==> config.mk <==
export PLATFORM = sky130hd
export DESIGN_NAME = ppm4_frame_guard
export DESIGN_NICKNAME = d
export VERILOG_FILES = /design/src/rtl/ppm4_guard_pkg.sv /design/src/rtl/ppm4_sym_decode.sv /design/src/rtl/ppm4_frame_fsm.sv /design/src/rtl/ppm4_byte_packer.sv /design/src/rtl/ppm4_frame_guard.sv
export SDC_FILE = /design/constraint.sdc
export NUM_CORES = 1
export LEC_CHECK = 0
export BUFFER_PORTS_ARGS = -buffer_cell sky130_fd_sc_hd__buf_2
export CAP_MARGIN = 40
export CORE_UTILIZATION = 53
export CTS_CLUSTER_SIZE = 28
export DETAILED_ROUTE_END_ITERATION = 10
export PLACE_DENSITY = 0.82
export RECOVER_POWER = 25
export SLEW_MARGIN = 20
export SYNTH_ARGS = -nofsm -noshare
export SYNTH_HDL_FRONTEND = slang
export SYNTH_SLANG_ARGS = --single-unit
==> constraint.sdc <==
create_clock -name clk -period 2.2 [get_ports clk]
set_clock_uncertainty 0.05 [all_clocks]
set_input_delay 0.44 -clock clk [delete_from_list [all_inputs] [get_ports clk]]
set_output_delay 0.44 -clock clk [all_outputs]
set_load 0.05 [all_outputs]
==> src/rtl/ppm4_guard_pkg.sv <==
package ppm4_guard_pkg;

    localparam int SYM_W   = 4;
    localparam int BYTE_W  = 8;
    localparam int DIBITS  = BYTE_W / 2;
    localparam int DCNT_W  = $clog2(DIBITS);

    typedef enum logic [2:0] {
        ST_HUNT,
        ST_PREAM,
        ST_START,
        ST_DATA,
        ST_STOP
    } frame_state_e;

    typedef struct packed {
        logic       single;
        logic [1:0] dibit;
    } sym_info_t;

    function automatic sym_info_t decode_sym(input logic [SYM_W-1:0] s);
        sym_info_t r;
        r.single = 1'b1;
        unique case (s)
            4'b1000: r.dibit = 2'd0;
            4'b0100: r.dibit = 2'd1;
            4'b0010: r.dibit = 2'd2;
            4'b0001: r.dibit = 2'd3;
            default: begin
                r.single = 1'b0;
                r.dibit  = 2'd0;
            end
        endcase
        return r;
    endfunction

endpackage

==> src/rtl/ppm4_sym_decode.sv <==
module ppm4_sym_decode
    import ppm4_guard_pkg::*;
(
    input  logic [SYM_W-1:0] sym,
    output logic             single,
    output logic [1:0]       dibit
);
    sym_info_t info;

    always_comb begin
        info   = decode_sym(sym);
        single = info.single;
        dibit  = info.dibit;
    end
endmodule

==> src/rtl/ppm4_frame_fsm.sv <==
module ppm4_frame_fsm
    import ppm4_guard_pkg::*;
#(
    parameter int                      PRE_LEN  = 4,
    parameter int                      FLAG_LEN = 8,
    parameter logic [PRE_LEN*4-1:0]    PRE_SEQ  = 16'h8421,
    parameter logic [FLAG_LEN*4-1:0]   START_SEQ = 32'h0C0C_6006,
    parameter logic [FLAG_LEN*4-1:0]   STOP_SEQ  = 32'h0C0C_0606
) (
    input  logic             clk,
    input  logic             rst,
    input  logic             sym_valid,
    input  logic [SYM_W-1:0] sym,
    input  logic             single,
    output logic             dibit_stb,
    output logic             flush,
    output logic             abort_o,
    output logic             ferr_o
);
    localparam int MAXLEN = (FLAG_LEN > PRE_LEN) ? FLAG_LEN : PRE_LEN;
    localparam int CW     = $clog2(MAXLEN) + 1;
    localparam logic [CW-1:0] PRE_LAST  = CW'(PRE_LEN - 1);
    localparam logic [CW-1:0] FLAG_LAST = CW'(FLAG_LEN - 1);

    function automatic logic [3:0] pre_at(input logic [CW-1:0] i);
        return PRE_SEQ[4*(PRE_LEN-1-int'(i)) +: 4];
    endfunction
    function automatic logic [3:0] start_at(input logic [CW-1:0] i);
        return START_SEQ[4*(FLAG_LEN-1-int'(i)) +: 4];
    endfunction
    function automatic logic [3:0] stop_at(input logic [CW-1:0] i);
        return STOP_SEQ[4*(FLAG_LEN-1-int'(i)) +: 4];
    endfunction

    frame_state_e state, nstate;
    logic [CW-1:0] pos, npos;
    logic          ab, fe;

    always_comb begin
        nstate    = state;
        npos      = pos;
        dibit_stb = 1'b0;
        flush     = 1'b0;
        ab        = 1'b0;
        fe        = 1'b0;
        if (sym_valid) begin
            unique case (state)
                ST_HUNT: begin
                    if (sym == pre_at(pos)) begin
                        if (pos == PRE_LAST) begin
                            nstate = ST_PREAM;
                            npos   = '0;
                        end else begin
                            npos = pos + 1'b1;
                        end
                    end else begin
                        npos = (sym == pre_at('0)) ? CW'(1) : '0;
                    end
                end
                ST_PREAM: begin
                    if (pos == '0 && sym == start_at('0)) begin
                        nstate = ST_START;
                        npos   = CW'(1);
                    end else if (sym == pre_at(pos)) begin
                        npos = (pos == PRE_LAST) ? '0 : pos + 1'b1;
                    end else begin
                        fe = 1'b1;
                    end
                end
                ST_START: begin
                    if (sym == start_at(pos)) begin
                        if (pos == FLAG_LAST) begin
                            nstate = ST_DATA;
                            npos   = '0;
                        end else begin
                            npos = pos + 1'b1;
                        end
                    end else begin
                        fe = 1'b1;
                    end
                end
                ST_DATA: begin
                    if (sym == stop_at('0)) begin
                        nstate = ST_STOP;
                        npos   = CW'(1);
                    end else if (single) begin
                        dibit_stb = 1'b1;
                    end else begin
                        ab = 1'b1;
                    end
                end
                ST_STOP: begin
                    if (sym == stop_at(pos)) begin
                        if (pos == FLAG_LAST) begin
                            flush  = 1'b1;
                            nstate = ST_HUNT;
                            npos   = '0;
                        end else begin
                            npos = pos + 1'b1;
                        end
                    end else begin
                        ab = 1'b1;
                    end
                end
                default: nstate = ST_HUNT;
            endcase
            if (ab || fe) begin
                flush  = ab;
                nstate = ST_HUNT;
                npos   = '0;
            end
        end
    end

    always_ff @(posedge clk) begin
        if (rst) begin
            state   <= ST_HUNT;
            pos     <= '0;
            abort_o <= 1'b0;
            ferr_o  <= 1'b0;
        end else begin
            state   <= nstate;
            pos     <= npos;
            abort_o <= ab;
            ferr_o  <= fe;
        end
    end

    AST_ABORT_TO_HUNT: assert property (@(posedge clk) disable iff (rst)
        abort_o |-> state == ST_HUNT);
    AST_FERR_TO_HUNT: assert property (@(posedge clk) disable iff (rst)
        ferr_o |-> state == ST_HUNT);
    AST_DATA_AFTER_START: assert property (@(posedge clk) disable iff (rst)
        (state == ST_DATA && $past(state) != ST_DATA) |-> $past(state) == ST_START);
    AST_IDLE_HOLDS: assert property (@(posedge clk) disable iff (rst)
        !sym_valid |=> ($stable(state) && !abort_o && !ferr_o));
endmodule

==> src/rtl/ppm4_byte_packer.sv <==
module ppm4_byte_packer
    import ppm4_guard_pkg::*;
(
    input  logic              clk,
    input  logic              rst,
    input  logic              dibit_stb,
    input  logic [1:0]        dibit,
    input  logic              flush,
    output logic              out_valid,
    output logic [BYTE_W-1:0] out_data,
    output logic              out_eof
);
    localparam logic [DCNT_W-1:0] DLAST = DCNT_W'(DIBITS - 1);

    logic [BYTE_W-1:0] sh, hold, nbyte;
    logic              hold_vld;
    logic [DCNT_W-1:0] cnt;

    assign nbyte = {dibit, sh[BYTE_W-1:2]};

    always_ff @(posedge clk) begin
        if (rst) begin
            sh        <= '0;
            hold      <= '0;
            hold_vld  <= 1'b0;
            cnt       <= '0;
            out_valid <= 1'b0;
            out_data  <= '0;
            out_eof   <= 1'b0;
        end else begin
            out_valid <= 1'b0;
            out_eof   <= 1'b0;
            if (flush) begin
                out_valid <= hold_vld;
                out_eof   <= hold_vld;
                out_data  <= hold;
                hold_vld  <= 1'b0;
                cnt       <= '0;
            end else if (dibit_stb) begin
                sh  <= nbyte;
                cnt <= cnt + 1'b1;
                if (cnt == DLAST) begin
                    out_valid <= hold_vld;
                    out_data  <= hold;
                    hold      <= nbyte;
                    hold_vld  <= 1'b1;
                end
            end
        end
    end

    AST_EOF_NEEDS_VALID: assert property (@(posedge clk) disable iff (rst)
        out_eof |-> out_valid);
    AST_BYTE_NEEDS_DIBIT: assert property (@(posedge clk) disable iff (rst)
        (out_valid && !out_eof) |-> $past(dibit_stb));
    AST_FLUSH_EMPTIES: assert property (@(posedge clk) disable iff (rst)
        flush |=> !hold_vld);
endmodule

==> src/rtl/ppm4_frame_guard.sv <==
module ppm4_frame_guard
    import ppm4_guard_pkg::*;
#(
    parameter int                      PRE_LEN   = 4,
    parameter int                      FLAG_LEN  = 8,
    parameter logic [PRE_LEN*4-1:0]    PRE_SEQ   = 16'h8421,
    parameter logic [FLAG_LEN*4-1:0]   START_SEQ = 32'h0C0C_6006,
    parameter logic [FLAG_LEN*4-1:0]   STOP_SEQ  = 32'h0C0C_0606
) (
    input  logic              clk,
    input  logic              rst,
    input  logic              sym_valid,
    input  logic [SYM_W-1:0]  sym,
    output logic              byte_valid,
    output logic [BYTE_W-1:0] byte_data,
    output logic              byte_eof,
    output logic              abort_pulse,
    output logic              frame_err
);
    logic       single, dibit_stb, flush;
    logic [1:0] dibit;

    ppm4_sym_decode u_dec (
        .sym    (sym),
        .single (single),
        .dibit  (dibit)
    );

    ppm4_frame_fsm #(
        .PRE_LEN   (PRE_LEN),
        .FLAG_LEN  (FLAG_LEN),
        .PRE_SEQ   (PRE_SEQ),
        .START_SEQ (START_SEQ),
        .STOP_SEQ  (STOP_SEQ)
    ) u_fsm (
        .clk       (clk),
        .rst       (rst),
        .sym_valid (sym_valid),
        .sym       (sym),
        .single    (single),
        .dibit_stb (dibit_stb),
        .flush     (flush),
        .abort_o   (abort_pulse),
        .ferr_o    (frame_err)
    );

    ppm4_byte_packer u_pack (
        .clk       (clk),
        .rst       (rst),
        .dibit_stb (dibit_stb),
        .dibit     (dibit),
        .flush     (flush),
        .out_valid (byte_valid),
        .out_data  (byte_data),
        .out_eof   (byte_eof)
    );

    AST_NO_ABORT_AND_FERR: assert property (@(posedge clk) disable iff (rst)
        !(abort_pulse && frame_err));
endmodule

==> flow_summary.json <==
{
  "status": "complete, no violations",
  "cap_violations": 0,
  "antenna_found_initial": 0,
  "htreeDepth": 2,
  "vias": 1884,
  "ys_seq_area_frac": 0.348,
  "hpwl_um": 3330,
  "ys_async_sr_fraction": 0,
  "syn_area_um2": 2070,
  "start_kind": "flip-flop",
  "cp_max_fo": 11,
  "vias_per_cell": 5.73,
  "slew_headroom": 0.596,
  "place_ws_ns": -0.0726,
  "io_buffer_count": 18,
  "critPathRequiredTime_ns": 2.30,
  "grt_max_degree": 35,
  "drt_wl_total_um": 4840,
  "die_h_um": 64.5,
  "drtAntennaViolNets": 0,
  "die-area_um2": 4160,
  "synth_area_per_cell_um2": 8.51,
  "path_clk_slew_ns": 0.07,
  "layout_setup_ws_ns": 0.0300,
  "syn-num-nets": 254,
  "diodes": 0,
  "cts_buffers": 5,
  "grt_pass1_vias": 1682,
  "max_freq_mhz": 461,
  "multi_input_area_um2": 1300,
  "synth_edf_count": 0,
  "synth_seq_cells": 36,
  "track_usage": 0.237,
  "hold_path_class": "flip-flop to flip-flop",
  "fin_util": 0.683,
  "fill_cells": 304,
  "period_share": 0.986,
  "yosys_warnings": 0,
  "gp_congestion": 0.906,
  "p_per_area_nw_per_um2": 506,
  "drive_gt1_frac": 0.267,
  "root_buffer": "clkbuf_8",
  "tightest_slew_ns": 0.606,
  "start_util": 0.561,
  "io_pins": 19,
  "cts_tree": "yes",
  "placeableCoreArea_um2": 3690,
  "worst_ep_arrival_time_ns": 2.27,
  "p_leak_nw": 0.909,
  "setup_viol": 0,
  "area_delta_synth_final_pct": 21.8,
  "rsz0062_at_grt": "true",
  "holdBufCountCts": 0,
  "wl_per_cell_um": 14.7,
  "cts_sinks": 36,
  "endpoint_kind": "flip-flop",
  "finish.net_count": 291,
  "clkLatencyLatePin_ns": 0.29,
  "drc_errors": 0,
  "ir_drop_uv": 276,
  "critPathKind": "flip-flop to flip-flop",
  "finalHoldViolCount": 0,
  "period_needed_ns": 2.17,
  "ys_types": 55,
  "drtIter0Drc": 117,
  "chipWidth_um": 64.5,
  "regArea_um2": 727,
  "clk_path_buf_depth": 2,
  "drt-pass1-iter-count": 4,
  "syn_inst": 243,
  "synthFlopType": "dfxtp_1",
  "drv_slew": 0,
  "grt_first_pass_wirelength_um": 7510,
  "rows": 22,
  "grt.overflow.total": 0
}
-- final timing paths --
check	cells after the start	start	slack, ns	end
min reg2reg	2	u_pack.hold[7]	0.41	u_pack.hold[7]
max	10	u_fsm.pos[1]	0.03	u_fsm.state[0]
max reg2reg	10	u_fsm.pos[1]	0.03	u_fsm.state[0]
min	2	u_pack.hold[7]	0.41	u_pack.hold[7]
-- cell type report --
| cell class | instances | area share |
|---|---|---|
| sequential | 36 | 0.288 |
| inverter | 10 | 0.0149 |
| tap | 48 | 0.0238 |
| multi-input combinational | 180 | 0.515 |
| clock inverter | 3 | 0.00745 |
| clock buffer | 5 | 0.0273 |
| timing repair buffer | 47 | 0.123 |
-- power breakdown --
group	switching, mW	leakage (nW)	internal (mW)
Combinational	0.0918	0.570	0.0674
Clock	0.237	0.0479	0.220
Sequential	0.00500	0.292	0.653
-- per-layer routing --
layer / global-route usage / part of all wire / vias up
li1: - / - / 918
met1: 0.299 / 0.44 / 883
met2: 0.380 / 0.47 / 67
met3: 0.0599 / 0.063 / 16
met4: 0.103 / 0.027 / 0
met5: 0 / 0 / -
-- timing repair --
item | 4_1_cts | 5_1_grt
gates resized for setup | 4 | 21
endpoints found under the setup margin | 5 | 7
pin swaps | 0 | 14
buffers inserted | 0 | 2
-- per-stage QoR --
stage | TNS (ns) | instances | area (um^2) | total power [mW] | hold WS [ns]
6_report | 0 | 329 | 2520 | 1.27 | 0.410
2_1_floorplan | 0 | 243 | 2090 | 0.773 | 0.386
5_1_grt | -0.249 | 329 | 2520 | 1.33 | 0.428
3_5_place_dp | -0.135 | 319 | 2340 | 0.813 | 0.396
3_3_place_gp | -0.0581 | 319 | 2340 | 0.810 | 0.393
4_1_cts | 0 | 327 | 2430 | 1.26 | 0.413
-- kinds of logic after synthesis --
| kind of cell | count (synthesis) | synth area share |
|---|---|---|
| fa+ha+maj | 4 | 0.0242 |
| compound gates | 41 | 0.145 |
| simple gates | 108 | 0.291 |
| mux | 18 | 0.0871 |
| xor+xnor | 9 | 0.0381 |
| flops | 36 | 0.348 |
| buf+inv | 27 | 0.0665 |
-- cell usage after synthesis (4+ instances only) --
master    count  share of area
nand4_1       4          0.012
inv_1        10          0.018
nand3_1      13          0.031
xor2_1        4          0.017
nor2_1       30          0.054
dfxtp_1      36           0.35
a21oi_1      15          0.036
nand2b_1      6          0.018
ha_1          4          0.024
buf_2         5          0.012
xnor2_1       5          0.021
mux2i_1      18          0.087
nor3_1        4         0.0097
clkbuf_1      5         0.0091
buf_4         4          0.015
nand2_1      23          0.042
-- flip-flops by register name, summed over array words and instances, names as in the netlist --
register / flops
u_pack.hold_vld: 1
u_pack.cnt: 2
u_fsm.abort_o: 1
u_pack.hold: 8
u_pack.out_valid: 1
u_pack.sh: 6
u_fsm.ferr_o: 1
u_pack.out_data: 8
u_fsm.state: 3
u_pack.out_eof: 1
u_fsm.pos: 4
-- cell usage in the layout (no fill, tap or decap), drive strengths merged, types with 4 or more instances in the layout --
cell type	count
dfxtp	36
xor2	4
buf	37
inv	10
nand3	13
nand2	25
mux2i	18
xnor2	5
nor3	7
nor2	30
nand2b	6
clkbuf	15
a21oi	16
o21ai	4
nor3b	6
ha	4
nor2b	4
nand4	4
or2	4
-- worst max-delay path, cell delays in order (launching register included) --
cell and delay (ns):
dfxtp_1 0.30, buf_4 0.17, inv_1 0.07, ha_1 0.16
a21oi_1 0.07, o41ai_1 0.38, buf_4 0.19, nand2_1 0.08
or2_1 0.24, a21oi_2 0.20, o32ai_2 0.11
(Power assumes the default switching activity.)
